$ cat src/rtl/next_pc_pkg.sv
// Package: shared types for next-PC selection.
// Assumes: at most one redirect source is chosen per cycle.
package next_pc_pkg;

    // Which source drives the next fetch address, ordered by priority (highest last).
    typedef enum logic [2:0] {
        SRC_SEQ   = 3'd0,
        SRC_DJMP  = 3'd1,
        SRC_BR    = 3'd2,
        SRC_JREG  = 3'd3,
        SRC_TRAP  = 3'd4
    } redir_src_e;

    // Kill pair carried between the arbiter and the top.
    typedef struct packed {
        logic fetch;
        logic decode;
    } kill_t;

endpackage

$ cat src/rtl/pcs_target_gen.sv
// Module: pcs_target_gen
// Adds a signed offset of OFF_W bits to an XLEN-bit base and wraps modulo 2^XLEN.
// Can force bit 0 of the sum to zero when CLR_LSB is set.
// Assumes: OFF_W >= 1. An offset wider than XLEN is truncated.
module pcs_target_gen #(
    parameter int XLEN    = 32,
    parameter int OFF_W   = 21,
    parameter bit CLR_LSB = 1'b0
) (
    input  logic [XLEN-1:0]  base,
    input  logic [OFF_W-1:0] off,
    output logic [XLEN-1:0]  target
);
    logic [XLEN-1:0] off_ext;
    logic [XLEN-1:0] sum;

    // Widen the offset to XLEN bits, by sign extension or by truncation.
    generate
        if (OFF_W < XLEN) begin : g_sext
            localparam int EXT_W = XLEN - OFF_W;
            assign off_ext = {{EXT_W{off[OFF_W-1]}}, off};
        end else begin : g_trunc
            assign off_ext = off[XLEN-1:0];
        end
    endgenerate

    // Add the offset to the base; the carry out of the top bit is dropped.
    always_comb begin
        sum = base + off_ext;
    end

    // Apply the optional clear of bit 0.
    generate
        if (CLR_LSB) begin : g_clr
            assign target = {sum[XLEN-1:1], 1'b0};
        end else begin : g_keep
            assign target = sum;
        end
    endgenerate
endmodule

$ cat src/rtl/pcs_redirect_arb.sv
// Module: pcs_redirect_arb
// Priority arbiter for the redirect sources. It picks one source and the kill pair that goes with it.
// Order: trap > register jump > taken branch > decode jump > sequential.
// Assumes: the flags are valid for the current cycle; no further qualification is applied.
module pcs_redirect_arb
    import next_pc_pkg::*;
(
    input  logic       trap_req,
    input  logic       exe_jreg,
    input  logic       exe_branch,
    input  logic       exe_taken,
    input  logic       dec_jump,
    output redir_src_e src,
    output kill_t      kills
);
    logic br_redirect;

    // A branch redirects only when its condition holds.
    always_comb begin
        br_redirect = exe_branch & exe_taken;
    end

    // Priority selection of the redirect source.
    always_comb begin
        if (trap_req)         src = SRC_TRAP;
        else if (exe_jreg)    src = SRC_JREG;
        else if (br_redirect) src = SRC_BR;
        else if (dec_jump)    src = SRC_DJMP;
        else                  src = SRC_SEQ;
    end

    // Bubble count per source: execute and trap redirects kill two stages, decode kills one.
    always_comb begin
        unique case (src)
            SRC_TRAP, SRC_JREG, SRC_BR: kills = '{fetch: 1'b1, decode: 1'b1};
            SRC_DJMP:                   kills = '{fetch: 1'b1, decode: 1'b0};
            default:                    kills = '{fetch: 1'b0, decode: 1'b0};
        endcase
    end
endmodule

$ cat src/rtl/next_pc_ctrl.sv
// Module: next_pc_ctrl
// Chooses the next fetch PC and the kill signals for the fetch and decode stages in a
// five-stage pipeline without delay slots. Purely combinational.
// Assumes: the caller registers next_pc into the fetch PC and applies the kills this cycle.
module next_pc_ctrl
    import next_pc_pkg::*;
#(
    parameter int XLEN       = 32,
    parameter int DOFF_W     = 21,
    parameter int EOFF_W     = 13,
    parameter int INST_BYTES = 4,
    parameter bit JR_CLR_LSB = 1'b1
) (
    input  logic [XLEN-1:0]   fetch_pc,
    input  logic [XLEN-1:0]   dec_pc,
    input  logic              dec_jump,
    input  logic [DOFF_W-1:0] dec_off,
    input  logic [XLEN-1:0]   exe_pc,
    input  logic              exe_branch,
    input  logic              exe_taken,
    input  logic              exe_jreg,
    input  logic [XLEN-1:0]   exe_reg,
    input  logic [EOFF_W-1:0] exe_off,
    input  logic              trap_req,
    input  logic [XLEN-1:0]   trap_vec,
    output logic [XLEN-1:0]   next_pc,
    output logic              kill_fetch,
    output logic              kill_decode
);
    localparam logic [XLEN-1:0] STEP = XLEN'(INST_BYTES);

    logic [XLEN-1:0] seq_pc;
    logic [XLEN-1:0] djmp_tgt;
    logic [XLEN-1:0] br_tgt;
    logic [XLEN-1:0] jreg_tgt;
    redir_src_e      src;
    kill_t           kills;

    // Sequential successor of the fetch PC.
    always_comb begin
        seq_pc = fetch_pc + STEP;
    end

    pcs_target_gen #(.XLEN(XLEN), .OFF_W(DOFF_W), .CLR_LSB(1'b0)) i_djmp_tgt (
        .base(dec_pc), .off(dec_off), .target(djmp_tgt)
    );

    pcs_target_gen #(.XLEN(XLEN), .OFF_W(EOFF_W), .CLR_LSB(1'b0)) i_br_tgt (
        .base(exe_pc), .off(exe_off), .target(br_tgt)
    );

    pcs_target_gen #(.XLEN(XLEN), .OFF_W(EOFF_W), .CLR_LSB(JR_CLR_LSB)) i_jreg_tgt (
        .base(exe_reg), .off(exe_off), .target(jreg_tgt)
    );

    pcs_redirect_arb i_arb (
        .trap_req  (trap_req),
        .exe_jreg  (exe_jreg),
        .exe_branch(exe_branch),
        .exe_taken (exe_taken),
        .dec_jump  (dec_jump),
        .src       (src),
        .kills     (kills)
    );

    // Steer the address of the chosen source onto next_pc.
    always_comb begin
        unique case (src)
            SRC_TRAP: next_pc = trap_vec;
            SRC_JREG: next_pc = jreg_tgt;
            SRC_BR:   next_pc = br_tgt;
            SRC_DJMP: next_pc = djmp_tgt;
            default:  next_pc = seq_pc;
        endcase
    end

    // Drive the kill outputs.
    always_comb begin
        kill_fetch  = kills.fetch;
        kill_decode = kills.decode;
    end
endmodule

$ cat config.mk
export PLATFORM = sky130hd
export DESIGN_NAME = next_pc_ctrl
export DESIGN_NICKNAME = d
export VERILOG_FILES = /design/src/rtl/next_pc_pkg.sv /design/src/rtl/pcs_target_gen.sv /design/src/rtl/pcs_redirect_arb.sv /design/src/rtl/next_pc_ctrl.sv
export SDC_FILE = /design/constraint.sdc
export NUM_CORES = 1
export LEC_CHECK = 0
export BUFFER_PORTS_ARGS = -buffer_cell sky130_fd_sc_hd__buf_2
export CAP_MARGIN = 5
export CORE_AREA = 2 2 129 131
export DETAILED_ROUTE_END_ITERATION = 12
export DIE_AREA = 0 0 131 133
export GPL_TIMING_DRIVEN = 0
export PLACE_DENSITY = 0.66
export SLEW_MARGIN = 20
export SYNTH_ARGS = -nofsm -noshare
export SYNTH_HDL_FRONTEND = slang
export SYNTH_SLANG_ARGS = --single-unit
$ cat constraint.sdc
create_clock -name vclk -period 5.1
set_clock_uncertainty 0.05 [all_clocks]
set_input_delay 0 -clock vclk [all_inputs]
set_output_delay 0 -clock vclk [all_outputs]
set_load 0.005 [all_outputs]
==> results of run 1 <==
-- power by group --
group          leakage (nW)  switching (W)        total, W    internal (W)
registers                 0              0               0               0
clock network     0.0000254              0  0.000000000105  0.000000000105
logic                  3.68       0.000550        0.000956        0.000405
total                  3.68       0.000550        0.000956        0.000405
-- layout make-up --
type                       count  share of cell area (%)
antenna                        4                   0.130
inverter                      24                    1.17
multi-input combinational    854                    78.1
buffer                        41                    2.02
tap                          220                    3.58
timing repair buffer         231                    15.0
-- routing by layer --
metal / global-route usage [%] / vias to the layer above
met3: 1.09 / 34
met4: 5.61 / 0
met5: 0 / -
li1: - / 3975
met1: 36.5 / 3555
met2: 43.1 / 316
-- metrics by stage --
step	instance area, µm²	power [W]	instances	hold slack, ns	setup WS (ns)
floorplan	6260	0.000627	919	0.0180	2.61
global placement	7690	0.000929	1370	0.269	1.74
detailed placement	7690	0.000932	1370	0.269	1.72
CTS	7690	0.000939	1370	0.270	1.71
global route	7700	0.00105	1374	0.284	1.46
finish	7700	0.000956	1374	0.271	1.68
-- critical path: stages --
cell and delay [ns]:
buf_2 0.58, ha_1 0.36, clkbuf_1 0.18, a21o_1 0.19
a21oi_1 0.15, o22ai_1 0.10, a311o_1 0.38, a211o_1 0.36
a21oi_2 0.20, xnor2_1 0.13, a222oi_1 0.33, o221ai_1 0.22
buf_2 0.18
-- Yosys cell counts (3+ instances only) --
library cell	n	area, µm²
o21bai_1	7	52.6
nor2b_1	6	37.5
a21o_1	58	435
fa_1	3	60.1
o221ai_1	9	78.8
a222oi_1	12	120
nand4_1	24	150
o21ai_0	69	345
a22oi_1	11	82.6
a221o_1	4	40.0
mux2i_1	9	90.1
a211oi_1	10	75.1
xnor2_1	56	490
nand2_1	78	293
o21a_1	10	75.1
xor2_1	49	429
a221oi_1	6	52.6
nor3b_1	3	22.5
o31ai_1	5	37.5
a21oi_1	112	561
a31oi_1	19	119
and4_1	7	61.3
ha_1	93	1160
nor2_1	59	221
nand2b_1	17	106
o211ai_1	14	105
and3_1	9	56.3
clkbuf_1	39	146
o31a_1	3	26.3
or3b_2	3	26.3
nor3_1	14	70.1
inv_1	23	86.3
and2_1	7	43.8
nand3_1	32	160
-- cells by family after synthesis --
logic type / Yosys count / synth area share (%)
muxes: 9 / 1.44
and+or+nand+nor: 267 / 20.9
AOI/OAI and AO/OA: 377 / 39.5
xor gates and xnor gates: 105 / 14.7
adders and majority gates: 96 / 19.6
buffers and inverters: 65 / 3.92
-- worst max path at each step --
stage,from,to,slack [ns]
global placement,exe_off[12],next_pc[23],1.74
global route,exe_off[12],next_pc[22],1.46
detailed placement,exe_off[12],next_pc[23],1.72
floorplan,dec_pc[0],next_pc[24],2.61
finish,exe_off[12],next_pc[23],1.68
CTS,exe_off[12],next_pc[23],1.71
==> metrics.md, run 1 <==
| Metric | Value |
|---|---|
| Status | `complete, no violations` |
| Mapped cell area | `0.00626 mm²` |
| Avg Vias per Cell | `5.74` |
| Hold-fix buffers, CTS | `0` |
| Worst EP arrival | `3.37 ns` |
| Nets | `1,447` |
| YS warnings | `0` |
| Multi-input gate area | `0.00601 mm²` |
| Worst hold-check path type | `input pin to output port` |
| Minimum clock period | `3.42 ns` |
| Slew margin rel. | `40.8%` |
| Req. time, crit path | `5.05 ns` |
| P per Cell Area | `124 mW/mm²` |
| Fill count | `1,707` |
| Commonest non-fill, non-tap cell in the layout | `buf_2` |
| CP endpoint kind | `output port` |
| Met2 routed WL | `10.8 mm` |
| Top sig layer | `met4` |
| Cts repair resizes | `0` |
| Gr ovfl total | `0` |
| First-pass GRT wire length | `36.3 mm` |
| Crit-path max FO | `40` |
| Port Buf Inserts | `231` |
| Final setup fails | `0` |
| Largest net degree at the start of global routing | `41` |
| Final worst-path cycle share | `67.0%` |
| Hold Path Origin | `fetch_pc[2]` |
| Die ar. | `0.0174 mm²` |
| Max Freq | `293 MHz` |
| DIE HEIGHT | `133 µm` |
| Wire length per cell | `17.3 µm` |
| Fin Setup TNS | `0 ns` |
| Storage element area | `0 µm²` |
| # DRC | `0` |
| Io pins | `233` |
| DR iter-0 viols | `627` |
| Startpoint Class | `input pin` |
| Share of cells above drive strength 1 | `21.3%` |
| Vias in the first global route | `7,213` |
| Critical path type | `input pin to output port` |
| Area growth from synthesis to layout | `23.0%` |
| TritonRoute pass-1 iters | `6` |
| GPL Wtd Cong | `0.939` |
| Initial antenna violation count | `4` |
| Netlist cell types | `64` |
| Starting Density | `38.7%` |
| Post-Syn Area per Cell | `6.81 µm²` |
| VDD IR max | `0.0516 mV` |
| Total track usage | `25.8%` |
| Met1 Wirelength | `10.9 mm` |
| Post-layout util | `47.6%` |
| RSZ-0062 raised after global routing | `no` |
| Seq_cells | `0` |
| Met3 wire len | `1.44 mm` |
| Mapped Cells | `919` |
| Worst-Margin Slew | `0.882 ns` |
| Leakage | `3.68 nW` |
| Clk_buf instances | `0` |
| Drt total wl | `23.7 mm` |
| Die Wd | `131 µm` |
| Hold Path End | `next_pc[2]` |
| FP Rows | `47` |
| Detail Route Antenna Nets | `0` |
| Post-synthesis sequential area ratio | `0%` |
| Core area | `0.0162 mm²` |
| Final Hold Violating Endpoints | `0` |
| Post-DP HPWL | `20.1 mm` |
| Mapped Nets | `1,214` |
| Post-CTS Repair Setup Buffers | `0` |
| Worst hold stages | `3` |
| Max-cap viol count | `0` |
| Pins Over Slew Limit | `0` |
| Via Count | `7,880` |
| Most frequent cells in the layout | `buf_2 (232), a21oi_1 (112), ha_1 (93), nand2_1 (78), o21ai_0 (69)` |
No activity file was read; power rests on OpenSTA's default activity.
==> run 2, diff against run 1 <==
ABC_AREA = 1   (was not set)
CORE_AREA = 2 2 152 154   (was 2 2 129 131)
DIE_AREA = 0 0 154 156   (was 0 0 131 133)
PLACE_DENSITY = not set   (was 0.66)
clock period = 3.4 ns   (was 5.1 ns; I/O delays follow)
==> metrics.md, run 2 <==
| Metric | Value |
|---|---|
| Crit-path max FO | `40` |
| Detail Route Antenna Nets | `0` |
| Port Buf Inserts | `232` |
| Cell with the most instances on the worst path | `nor2_1` |
| YS warnings | `0` |
| Mapped Cells | `1,877` |
| Pins Over Slew Limit | `0` |
| Mapped cell area | `0.00884 mm²` |
| CP Buf/Inv Count | `3` |
| Commonest non-fill, non-tap cell in the layout | `nand2_1` |
| Status | `complete, no violations` |
| Leakage | `6.62 nW` |
| Post-DP HPWL | `31.0 mm` |
| Slew margin rel. | `47.4%` |
| VDD IR max | `0.0633 mV` |
| Synth area leader | `nand2_1` |
| Vias in the first global route | `11,100` |
| P per Cell Area | `154 mW/mm²` |
| Largest net degree at the start of global routing | `41` |
| Mapped Nets | `2,172` |
| TritonRoute pass-1 iters | `6` |
| First-pass GRT wire length | `53.3 mm` |
| CP endpoint kind | `output port` |
| Drt total wl | `34.4 mm` |
| Startpoint Class | `input pin` |
| Seq_cells | `0` |
| GPL Wtd Cong | `0.941` |
| Hold-fix buffers, CTS | `0` |
| Most frequent cells in the layout | `nand2_1 (817), inv_1 (340), buf_2 (240), nor2_1 (164), nand3_1 (150)` |
| Post-Syn Area per Cell | `4.71 µm²` |
| Final Hold Violating Endpoints | `0` |
| Starting Density | `39.5%` |
| Critical Path Max Stage Delay | `0.60 ns` |
| Nets | `2,406` |
| # DRC | `0` |
| Fin Setup TNS | `0 ns` |
| Final setup fails | `0` |
| Top-area cell type share of the netlist area | `34.7%` |
| Most numerous cell in the Yosys netlist | `nand2_1` |
| Worst EP arrival | `2.57 ns` |
| Cell types with the highest counts after synthesis | `nand2_1 (817), inv_1 (340), nor2_1 (164)` |
| DR iter-0 viols | `630` |
| Share of cells above drive strength 1 | `13.8%` |
| Via Count | `11,800` |
| Wire length per cell | `14.4 µm` |
| Cts repair resizes | `0` |
| Minimum clock period | `2.62 ns` |
| Worst path cell trace | `buf_2 > ha_1 > nand2_1 > nor2_1 > inv_1 > nor2_1 > nand4_1 > nand3_1 > nor2_1 > o21ai_0 > nor2_1 > nand2_1 > buf_2` |
| Final worst-path cycle share | `77.1%` |
| Die ar. | `0.0240 mm²` |
| Core area | `0.0224 mm²` |
| Crit-path leading delay family | `simple AND/OR/NAND/NOR gates` |
| Clk_buf instances | `0` |
| Total track usage | `27.8%` |
| Post-synthesis sequential area ratio | `0%` |
| Leading cell types by total area after synthesis | `nand2_1 (35%), inv_1 (14%), ha_1 (13%), nand3_1 (8.5%), nor2_1 (7.0%)` |
| Req. time, crit path | `3.35 ns` |
| Worst-Margin Slew | `0.788 ns` |
| Post-CTS Repair Setup Buffers | `0` |
| CP max-delay cell | `buf_2` |
| Critical path type | `input pin to output port` |
| Gr ovfl total | `0` |
| Worst hold-check path type | `input pin to output port` |
| RSZ-0062 raised after global routing | `no` |
| Initial antenna violation count | `8` |
| Storage element area | `0 µm²` |
| Area growth from synthesis to layout | `17.3%` |
| Netlist cell types | `42` |
| DIE HEIGHT | `156 µm` |
| Post-layout util | `46.3%` |
| FP Rows | `55` |
| Die Wd | `154 µm` |
| Max Freq | `382 MHz` |
| Io pins | `233` |
| Avg Vias per Cell | `4.91` |
| Max-cap viol count | `0` |
run 2: cell count changes after synthesis, sizes merged, moves of 21 or more:
cell	before	now
clkbuf	39	6
xnor2	56	11
a21o	58	1
xor2	49	18
o21ai	72	36
or2	2	23
nand3	32	153
a21oi	113	80
nand2	78	823
nor2	59	170
inv	23	354
run 2: final timing paths:
kind / from / end / slack (ns) / cells after the start
max: exe_off[12] / next_pc[20] / 0.78 / 13
min: fetch_pc[0] / next_pc[0] / 0.24 / 4
run 2: stage by stage:
step | setup slack (ns) | cell area (µm²) | std cells | hold WS (ns) | power, W
2_1_floorplan | 1.80 | 8840 | 1877 | 0.00135 | 0.00103
3_3_place_gp | 0.732 | 10400 | 2394 | 0.236 | 0.00157
3_5_place_dp | 0.745 | 10400 | 2394 | 0.238 | 0.00158
4_1_cts | 0.741 | 10400 | 2394 | 0.239 | 0.00159
5_1_grt | 0.446 | 10400 | 2396 | 0.264 | 0.00180
6_report | 0.780 | 10400 | 2397 | 0.241 | 0.00159
run 2: report_power, final:
| group | switching [W] | internal [W] |
|---|---|---|
| registers | 0 | 0 |
| logic | 0.00103 | 0.000566 |
| clock network | 0 | 0.000000000118 |
| total | 0.00103 | 0.000566 |
run 2: cell families (layout without fill, tap and decap cells):
group,Yosys count,count (layout),share of synthesized area [%]
AND/OR/NAND/NOR,1250,1250,59.4
other,0,3,0
AO/OA/AOI/OAI,134,134,8.18
adder cells (fa/ha/maj),96,96,13.8
buffers and inverters,368,600,15.7
XOR/XNOR,29,29,2.87
run 2: cell type report:
class / instances / area (µm²)
repair buffers: 232 / 1160
multi-input cells: 1509 / 7450
fillers: 2668 / 12000
diodes: 3 / 7.51
inverters: 354 / 1330
well taps: 285 / 357
plain buffers: 14 / 62.6
run 2: metal layers:
layer / GRT usage (%) / vias to the layer above / routed length, µm
met5: 0 / - / 34
met4: 7.97 / 6 / 1160
met3: 2.81 / 57 / 2130
met2: 52.1 / 310 / 16500
met1: 33.5 / 5132 / 14600
li1: - / 6274 / -
run 2: tightest hold or removal path, stage by stage:
cell,delay (ns)
buf_2,0.08
nand2_1,0.04
nand4_1,0.07
buf_2,0.10
==> run 3, diff against run 2 <==
PLACE_DENSITY = 0.65   (was not set)
clock period = 2.25 ns   (was 3.4 ns; I/O delays follow)
==> metrics.md, run 3 (synthesized netlist as in run 2, its figures left out) <==
| Metric | Value |
|---|---|
| Port Buf Inserts | `232` |
| Nets | `2,406` |
| Initial antenna violation count | `1` |
| First-pass GRT wire length | `53.4 mm` |
| Startpoint Class | `input pin` |
| Commonest non-fill, non-tap cell in the layout | `nand2_1` |
| Fill count | `2,585` |
| Total track usage | `27.7%` |
| Avg Vias per Cell | `5.06` |
| Post-CTS Repair Setup Buffers | `0` |
| Drt total wl | `35.1 mm` |
| Slew margin rel. | `44.1%` |
| Detail Route Antenna Nets | `0` |
| Max-cap viol count | `0` |
| Req. time, crit path | `2.20 ns` |
| P per Cell Area | `235 mW/mm²` |
| Clk_buf instances | `0` |
| Final worst-path cycle share | `94.7%` |
| # DRC | `0` |
| Worst hold-check path type | `input pin to output port` |
| DIE HEIGHT | `156 µm` |
| CP endpoint kind | `output port` |
| Largest net degree at the start of global routing | `41` |
| Die ar. | `0.0240 mm²` |
| GPL Wtd Cong | `1.02` |
| Die Wd | `154 µm` |
| Share of cells above drive strength 1 | `15.1%` |
| Critical path type | `input pin to output port` |
| Pre-CTS setup slack | `-0.337 ns` |
| Final setup fails | `0` |
| Starting Density | `39.5%` |
| Gr ovfl total | `0` |
| Seq_cells | `0` |
| Wire length per cell | `14.7 µm` |
| Area growth from synthesis to layout | `18.7%` |
| Hold Path Origin | `fetch_pc[0]` |
| Post-Place Cells | `2,394` |
| Worst hold stages | `4` |
| FP Rows | `55` |
| Core area | `0.0224 mm²` |
| VDD IR max | `0.0996 mV` |
| Cts repair resizes | `3` |
| Post-DP HPWL | `31.1 mm` |
| Minimum clock period | `2.13 ns` |
| DR iter-0 viols | `763` |
| Leakage | `6.62 nW` |
| Final Hold Slack | `0.243 ns` |
| Most frequent cells in the layout | `nand2_1 (816), inv_1 (340), buf_2 (239), nor2_1 (153), nand3_1 (148)` |
| Worst Setup Slack, final | `0.118 ns` |
| TritonRoute pass-1 iters | `6` |
| Io pins | `233` |
| Worst EP arrival | `2.08 ns` |
| Max Freq | `469 MHz` |
| Fin cells | `2,395` |
| Pins Over Slew Limit | `0` |
| Status | `complete, no violations` |
| Worst-Margin Slew | `0.831 ns` |
| Vias in the first global route | `10,900` |
| Via Count | `12,100` |
| Hold Path End | `next_pc[0]` |
| Hold-fix buffers, CTS | `0` |
| Storage element area | `0 µm²` |
| Final Hold Violating Endpoints | `0` |
| Crit-path max FO | `40` |
==> run 3: worst max path at each step <==
stage,startpoint,to,slack (ns),cells past startpoint
2_1_floorplan,dec_pc[0],next_pc[14],0.65,13
3_3_place_gp,exe_off[12],next_pc[20],-0.30,14
3_5_place_dp,exe_off[12],next_pc[20],-0.34,14
4_1_cts,exe_off[0],next_pc[16],0.01,14
5_1_grt,dec_off[10],next_pc[29],-0.004,15
6_report,exe_off[12],next_pc[27],0.12,15
==> run 3: layout make-up <==
| type | count | area (µm²) | share of cell area [%] |
|---|---|---|---|
| Multi-Input combinational cell | 1509 | 7570 | 72.1 |
| Inverter | 354 | 1330 | 12.7 |
| Timing Repair Buffer | 232 | 1170 | 11.2 |
| Tap cell | 285 | 357 | 3.40 |
| Buffer | 14 | 62.6 | 0.597 |
| Antenna cell | 1 | 2.50 | 0.0239 |
==> run 3: where the power goes <==
| part | internal [W] | leakage [nW] | total, W | switching, W |
|---|---|---|---|---|
| Combinational | 0.000880 | 6.62 | 0.00247 | 0.00159 |
| Clock | 0.0000000000594 | 0.00000634 | 0.0000000000594 | 0 |
| Sequential | 0 | 0 | 0 | 0 |
| Total | 0.000880 | 6.62 | 0.00247 | 0.00159 |
==> run 3: critical path, stage by stage <==
cell	delay, ns
buf_8	0.19
ha_1	0.45
nand2_1	0.13
nor2_1	0.17
inv_1	0.06
nor2_1	0.21
and2_1	0.17
nand2_1	0.10
nand2_1	0.08
nand2_1	0.05
nand3_1	0.06
nand2_1	0.09
nor2_1	0.09
nand2_1	0.09
buf_2	0.14
==> run 3: routing by layer <==
metal,track usage (%),up-vias,share of wire (%)
met5,0,-,0
met4,8.06,0,3.4
met3,1.14,67,6.6
met2,50.1,466,46
met1,35.6,5311,44
li1,-,6284,-
==> run 3: through the flow <==
stage / power, W / utilization [%] / cell area, µm² / TNS [ns]
2_1_floorplan: 0.00156 / - / 8840 / 0
4_1_cts: 0.00240 / 46.3 / 10400 / 0
3_5_place_dp: 0.00238 / 46.3 / 10400 / -4.04
3_3_place_gp: 0.00236 / 46.3 / 10400 / -3.57
6_report: 0.00247 / 46.9 / 10500 / 0
5_1_grt: 0.00276 / 46.9 / 10500 / -0.00375
